==> config.mk <==
export PLATFORM = sky130hd
export DESIGN_NAME = ipc_mailbox
export DESIGN_NICKNAME = d
export VERILOG_FILES = /design/src/rtl/ipc_mbx_pkg.sv /design/src/rtl/ipc_mbx_lane.sv /design/src/rtl/ipc_mbx_bell.sv /design/src/rtl/ipc_mbx_port.sv /design/src/rtl/ipc_mailbox.sv
export SDC_FILE = /design/constraint.sdc
export NUM_CORES = 1
export LEC_CHECK = 0
export BUFFER_PORTS_ARGS = -buffer_cell sky130_fd_sc_hd__buf_4
export CAP_MARGIN = 40
export CORE_AREA = 4 4 170 172
export DETAILED_ROUTE_END_ITERATION = 10
export DIE_AREA = 0 0 174 176
export PLACE_DENSITY_LB_ADDON = 0.15
export SLEW_MARGIN = 40
export SYNTH_ARGS = -nofsm -noshare
export SYNTH_HDL_FRONTEND = slang
export SYNTH_SLANG_ARGS = --single-unit
==> constraint.sdc <==
create_clock -name clk -period 2.9 [get_ports clk]
set_input_delay 0.435 -clock clk [delete_from_list [all_inputs] [get_ports clk]]
set_output_delay 0.435 -clock clk [all_outputs]
set_load 0.02 [all_outputs]
==> src/rtl/ipc_mbx_pkg.sv <==
package ipc_mbx_pkg;

    localparam int SLOTS    = 4;
    localparam int IDX_W    = 2;
    localparam int WORD_W   = 32;
    localparam int OFFS_W   = 6;

    localparam logic [31:0] OFF_TX_BASE = 32'h00;
    localparam logic [31:0] OFF_RX_BASE = 32'h10;
    localparam logic [31:0] OFF_STAT    = 32'h20;
    localparam logic [31:0] OFF_CTRL    = 32'h24;

    // Field bases; channel n lands at base + (SLOTS-1-n)
    localparam int GP_BASE  = 28;
    localparam int RF_BASE  = 24;
    localparam int TE_BASE  = 20;
    localparam int GR_BASE  = 16;

    typedef enum logic [2:0] {
        SEL_NONE,
        SEL_TX,
        SEL_RX,
        SEL_STAT,
        SEL_CTRL
    } sel_e;

    typedef struct packed {
        sel_e             sel;
        logic [IDX_W-1:0] idx;
    } acc_t;

    typedef struct packed {
        logic [SLOTS-1:0] gie;
        logic [SLOTS-1:0] rie;
        logic [SLOTS-1:0] tie;
    } en_t;

    function automatic int fbit(input int base, input int ch);
        return base + (SLOTS - 1 - ch);
    endfunction

    function automatic acc_t decode(input logic [31:0] a);
        acc_t r;
        r.sel = SEL_NONE;
        r.idx = a[3:2];
        if (a[1:0] == 2'b00) begin
            if (a < OFF_RX_BASE)
                r.sel = SEL_TX;
            else if (a < OFF_STAT)
                r.sel = SEL_RX;
            else if (a == OFF_STAT)
                r.sel = SEL_STAT;
            else if (a == OFF_CTRL)
                r.sel = SEL_CTRL;
        end
        return r;
    endfunction

endpackage

==> src/rtl/ipc_mbx_lane.sv <==
module ipc_mbx_lane #(
    parameter int DW = ipc_mbx_pkg::WORD_W
) (
    input  logic          clk,
    input  logic          rst,
    input  logic          push,
    input  logic          pop,
    input  logic [DW-1:0] wdata,
    output logic          full,
    output logic [DW-1:0] word
);

    always_ff @(posedge clk) begin
        if (rst) begin
            full <= 1'b0;
            word <= '0;
        end else if (push) begin
            // a push in the same cycle as a pop keeps the slot occupied
            full <= 1'b1;
            word <= wdata;
        end else if (pop) begin
            full <= 1'b0;
        end
    end

endmodule

==> src/rtl/ipc_mbx_bell.sv <==
module ipc_mbx_bell (
    input  logic clk,
    input  logic rst,
    input  logic load,
    input  logic val,
    input  logic clr,
    output logic req,
    output logic pend
);

    always_ff @(posedge clk) begin
        if (rst) begin
            req  <= 1'b0;
            pend <= 1'b0;
        end else begin
            if (load)
                req <= val;
            else if (req)
                req <= 1'b0;
            // a request landing on the clear cycle wins
            if (req)
                pend <= 1'b1;
            else if (clr)
                pend <= 1'b0;
        end
    end

endmodule

==> src/rtl/ipc_mbx_port.sv <==
module ipc_mbx_port
    import ipc_mbx_pkg::*;
#(
    parameter int NCH = SLOTS,
    parameter int DW  = WORD_W,
    parameter int AW  = OFFS_W
) (
    input  logic           clk,
    input  logic           rst,
    input  logic           wr,
    input  logic           rd,
    input  logic [AW-1:0]  addr,
    input  logic [DW-1:0]  wdata,
    input  logic [NCH-1:0] tx_full,
    input  logic [NCH-1:0] rx_full,
    input  logic [DW-1:0]  rx_word [NCH],
    input  logic [NCH-1:0] req_q,
    input  logic [NCH-1:0] pend_q,
    output logic [NCH-1:0] tx_push,
    output logic [DW-1:0]  tx_word,
    output logic [NCH-1:0] rx_pop,
    output logic           req_load,
    output logic [NCH-1:0] req_val,
    output logic [NCH-1:0] pend_clr,
    output logic [DW-1:0]  rdata,
    output logic           irq
);

    acc_t            acc;
    en_t             en_q;
    logic [DW-1:0]   stat_w;
    logic [DW-1:0]   ctrl_w;

    assign acc     = decode(32'(addr));
    assign tx_word = wdata;
    assign req_load = wr && (acc.sel == SEL_CTRL);

    always_comb begin
        for (int n = 0; n < NCH; n++) begin
            tx_push[n]  = wr && (acc.sel == SEL_TX) && (acc.idx == IDX_W'(n));
            rx_pop[n]   = rd && (acc.sel == SEL_RX) && (acc.idx == IDX_W'(n));
            req_val[n]  = wdata[fbit(GR_BASE, n)];
            pend_clr[n] = wr && (acc.sel == SEL_STAT) && wdata[fbit(GP_BASE, n)];
        end
    end

    always_ff @(posedge clk) begin
        if (rst) begin
            en_q <= '0;
        end else if (req_load) begin
            for (int n = 0; n < NCH; n++) begin
                en_q.gie[n] <= wdata[fbit(GP_BASE, n)];
                en_q.rie[n] <= wdata[fbit(RF_BASE, n)];
                en_q.tie[n] <= wdata[fbit(TE_BASE, n)];
            end
        end
    end

    always_comb begin
        stat_w = '0;
        ctrl_w = '0;
        for (int n = 0; n < NCH; n++) begin
            stat_w[fbit(GP_BASE, n)] = pend_q[n];
            stat_w[fbit(RF_BASE, n)] = rx_full[n];
            stat_w[fbit(TE_BASE, n)] = ~tx_full[n];
            ctrl_w[fbit(GP_BASE, n)] = en_q.gie[n];
            ctrl_w[fbit(RF_BASE, n)] = en_q.rie[n];
            ctrl_w[fbit(TE_BASE, n)] = en_q.tie[n];
            ctrl_w[fbit(GR_BASE, n)] = req_q[n];
        end
    end

    always_comb begin
        rdata = '0;
        if (rd) begin
            unique case (acc.sel)
                SEL_RX: begin
                    for (int n = 0; n < NCH; n++)
                        if (acc.idx == IDX_W'(n))
                            rdata = rx_word[n];
                end
                SEL_STAT: rdata = stat_w;
                SEL_CTRL: rdata = ctrl_w;
                default:  rdata = '0;
            endcase
        end
    end

    always_comb begin
        irq = 1'b0;
        for (int n = 0; n < NCH; n++)
            irq = irq | (pend_q[n] & en_q.gie[n])
                      | (rx_full[n] & en_q.rie[n])
                      | (~tx_full[n] & en_q.tie[n]);
    end

endmodule

==> src/rtl/ipc_mailbox.sv <==
module ipc_mailbox
    import ipc_mbx_pkg::*;
#(
    parameter int NCH = SLOTS,
    parameter int DW  = WORD_W,
    parameter int AW  = OFFS_W
) (
    input  logic          clk,
    input  logic          rst,
    input  logic          a_wr,
    input  logic          a_rd,
    input  logic [AW-1:0] a_addr,
    input  logic [DW-1:0] a_wdata,
    output logic [DW-1:0] a_rdata,
    output logic          a_irq,
    input  logic          b_wr,
    input  logic          b_rd,
    input  logic [AW-1:0] b_addr,
    input  logic [DW-1:0] b_wdata,
    output logic [DW-1:0] b_rdata,
    output logic          b_irq
);

    localparam int SIDES = 2;

    // Direction d carries words written by side d to side 1-d
    logic [NCH-1:0] lane_full [SIDES];
    logic [DW-1:0]  lane_word [SIDES][NCH];
    logic [NCH-1:0] push      [SIDES];
    logic [NCH-1:0] pop       [SIDES];
    logic [NCH-1:0] req_val   [SIDES];
    logic [NCH-1:0] clr       [SIDES];
    logic [NCH-1:0] req_q     [SIDES];
    logic [NCH-1:0] pend_q    [SIDES];
    logic [DW-1:0]  txw       [SIDES];
    logic [SIDES-1:0] req_load;

    logic           wr_v    [SIDES];
    logic           rd_v    [SIDES];
    logic [AW-1:0]  addr_v  [SIDES];
    logic [DW-1:0]  wdata_v [SIDES];
    logic [DW-1:0]  rdata_v [SIDES];
    logic [SIDES-1:0] irq_v;

    assign wr_v[0]    = a_wr;
    assign wr_v[1]    = b_wr;
    assign rd_v[0]    = a_rd;
    assign rd_v[1]    = b_rd;
    assign addr_v[0]  = a_addr;
    assign addr_v[1]  = b_addr;
    assign wdata_v[0] = a_wdata;
    assign wdata_v[1] = b_wdata;
    assign a_rdata    = rdata_v[0];
    assign b_rdata    = rdata_v[1];
    assign a_irq      = irq_v[0];
    assign b_irq      = irq_v[1];

    for (genvar s = 0; s < SIDES; s++) begin : g_side
        ipc_mbx_port #(.NCH(NCH), .DW(DW), .AW(AW)) u_port (
            .clk      (clk),
            .rst      (rst),
            .wr       (wr_v[s]),
            .rd       (rd_v[s]),
            .addr     (addr_v[s]),
            .wdata    (wdata_v[s]),
            .tx_full  (lane_full[s]),
            .rx_full  (lane_full[1-s]),
            .rx_word  (lane_word[1-s]),
            .req_q    (req_q[s]),
            .pend_q   (pend_q[1-s]),
            .tx_push  (push[s]),
            .tx_word  (txw[s]),
            .rx_pop   (pop[1-s]),
            .req_load (req_load[s]),
            .req_val  (req_val[s]),
            .pend_clr (clr[1-s]),
            .rdata    (rdata_v[s]),
            .irq      (irq_v[s])
        );
    end

    for (genvar d = 0; d < SIDES; d++) begin : g_dir
        for (genvar n = 0; n < NCH; n++) begin : g_ch
            ipc_mbx_lane #(.DW(DW)) u_lane (
                .clk   (clk),
                .rst   (rst),
                .push  (push[d][n]),
                .pop   (pop[d][n]),
                .wdata (txw[d]),
                .full  (lane_full[d][n]),
                .word  (lane_word[d][n])
            );
            ipc_mbx_bell u_bell (
                .clk  (clk),
                .rst  (rst),
                .load (req_load[d]),
                .val  (req_val[d][n]),
                .clr  (clr[d][n]),
                .req  (req_q[d][n]),
                .pend (pend_q[d][n])
            );
        end
    end

endmodule

==> metrics.cfg <==
[outcome]
status=finished, final reports clean

[worst_setup_path]
crit_type=flip-flop to primary output
reg2reg_slack_ps=2010
slowest_stage=a2111oi_0
cp.arrival_ps=2200
worst-path-stages=4
path_max_fanout=5
worstRegToRegCells=2
cp_slowest_stage_delay_ps=660
path_buf_inv=1
cp_cell_sequence=nor2b_1 -> a2111oi_0 -> nand3_1 -> buf_4
endpoint_kind=primary output
worstSetupStartpointType=flip-flop
critPathRequiredTime_ps=2470
crit_family=compound AO/OA/AOI/OAI gates

[floorplanning]
rows=61
die_width_um=174
start_util=0.522
io_pins=148
die_h_um=176
core_area_um2=27500
die-area_um2=30600

[yosys]
synth_area_um2=14400
synth_edf_count=0
yosys_register_bits=304
ys_warn_count=0
netlist.area_leader.share=0.424
synth_top_area_cell=dfxtp_1
synth_most_common_cell=nand2b_1
ys_types=41
postSynthAreaPerCell_um2=11.1
seq_area_frac_synth=0.424
synthTopCellsByCount=345 x nand2b_1, 304 x dfxtp_1, 296 x mux2i_1, 66 x clkbuf_1, 64 x mux4_2
syn-num-nets=1379
synth_cells=1297
ys.flop_type=dfxtp_1
async_reset_ff_frac=0
synth_top_cells_by_area=dfxtp_1 42%, mux2i_1 21%, nand2b_1 15%, mux4_2 10%, clkbuf_1 1.7%

[finish]
num_antenna_cells=0
fin_util=0.617
fillers=2256
multi_input_area_um2=7790
seqCellArea_um2=6090
fin_nets=1484
area_growth_pct=18.1
drive_above_1_share=0.214

[drt]
drtIter0Drc=717
wl_per_cell_um=20.0
wl_um=35400
viasPerCell=5.54
drcViolationCount=0
drt.antenna.violating_nets=0
drtPass1Iterations=5
dr_total_vias=9817

[global_route]
antenna_found_initial=0
grt_overflow=0
track_usage=0.228
grt_pass1_wl_um=56700
grt_max_degree=134
grt_pass1_vias=10287

[clocking]
clk_pin_slew_ps=60
ctsResizeCount=0
cts-root-buf=clkbuf_16
clockBufferDepth=3
htreeDepth=2
cts_tree=yes
cts-hold-fix-buffers=0
clk_latency_ps=500
cts.sinks=304
cts_buffers=34
cts_setup_buffers=0

[timing]
setup_viol=0
fmax_mhz=380
slew_violations=0
worst_pin_slew_ps=769
slew_headroom=0.487
rsz0062_at_grt=no
finClkSkew_ps=7.11
hold_violations=0
period_needed_ps=2630
fin_tns_setup_ps=0
period_share=0.908

[placed_design]
portBuffers=147
globalplace.congestion=0.855
hpwl_um=23100

[pwr]
switching_power_uw=2000
leakagePower_uw=0.00759
vdd_ir_drop_max_uv=368
clkPwrFrac=0.487
p_per_area_nw_per_um2=544
swShare=0.217
pwr-share-seq=0.456
share_comb_of_total_power=0.057
internal-power_uw=7210

[job]
maxCapViolations=0

[worst_hold_path]
hold_class=input port to flip-flop
hold_depth=2

==> routing by layer <==
layer / GRT usage / vias to the layer above / wire, um
li1: - / 4742 / -
met1: 0.308 / 4811 / 16000
met2: 0.382 / 218 / 17000
met3: 0.0465 / 46 / 1860
met4: 0.0515 / 0 / 616
met5: 0 / - / 0
==> cell families (layout without fill, tap and decap cells) <==
kind of cell | count (synthesis) | after routing | synth area share
AND/OR/NAND/NOR | 439 | 439 | 0.191
multiplexers | 360 | 360 | 0.307
flip-flops | 304 | 304 | 0.424
buffers and inverters | 115 | 245 | 0.0346
AO/OA/AOI/OAI | 79 | 79 | 0.0432
==> through the flow <==
step	power [uW]	cell area (um2)	hold slack, ps	setup slack, ps	std cells
3_3_place_gp	4820	15800	454	360	1712
4_1_cts	9300	17000	163	358	1773
6_report	9220	17000	171	267	1773
3_5_place_dp	4820	15800	461	363	1712
5_1_grt	9530	17000	167	247	1773
2_1_floorplan	4620	14400	446	453	1297
==> flip-flops by register name (all words and copies together), names as in the netlist <==
name / flops
g_dir.g_ch.u_lane.full: 8
g_dir.g_ch.u_bell.req: 8
g_dir.g_ch.u_lane.word: 256
g_dir.g_ch.u_bell.pend: 8
g_side.u_port.ctrl_w: 24
==> cell type report <==
cell class | instances | share of cell area
clock inverter | 10 | 0.00605
timing repair buffer | 171 | 0.0826
tap | 346 | 0.0255
clock buffer | 51 | 0.0642
inverter | 13 | 0.00288
sequential | 304 | 0.359
multi-input combinational | 878 | 0.460
==> worst paths after layout <==
kind | from | endpoint
worst min register to register | g_dir[1].g_ch[3].u_lane.word[10] | g_dir[1].g_ch[3].u_lane.word[10]
worst max register to register | g_dir[1].g_ch[1].u_bell.req | g_dir[1].g_ch[1].u_bell.pend
worst min-delay path | b_wdata[28] | g_dir[0].g_ch[3].u_bell.pend
worst max-delay path | g_dir[0].g_ch[0].u_lane.full | a_irq
==> power by group through the flow <==
stage	registers, uW	clock network (uW)	logic [uW]
final	4200	4490	525
after global routing	4200	4760	564
after CTS	4200	4570	527
after detailed placement	4300	0	525
after global placement	4300	0	526
after floorplan	4290	0	325
==> layout by cell type (no fill, tap or decap), drive strengths merged, types with 2 or more instances in the layout <==
master,Yosys,routed
a21oi,16,16
a221oi,5,5
a22o,9,9
a311oi,4,4
a41oi,4,4
and2,34,34
buf,36,171
bufinv,0,2
clkbuf,66,51
clkinv,0,7
dfxtp,304,304
inv,13,13
mux2i,296,296
mux4,64,64
nand2,2,2
nand2b,345,345
nand3,7,7
nand4,2,2
nor2,15,15
nor2b,8,8
nor3,3,3
nor3b,9,9
nor4b,2,2
o21bai,4,4
o2bb2ai,28,28
o31ai,2,2
o41ai,5,5
or3,4,4
or4b,3,3
Power figures use the tool's default switching activity.
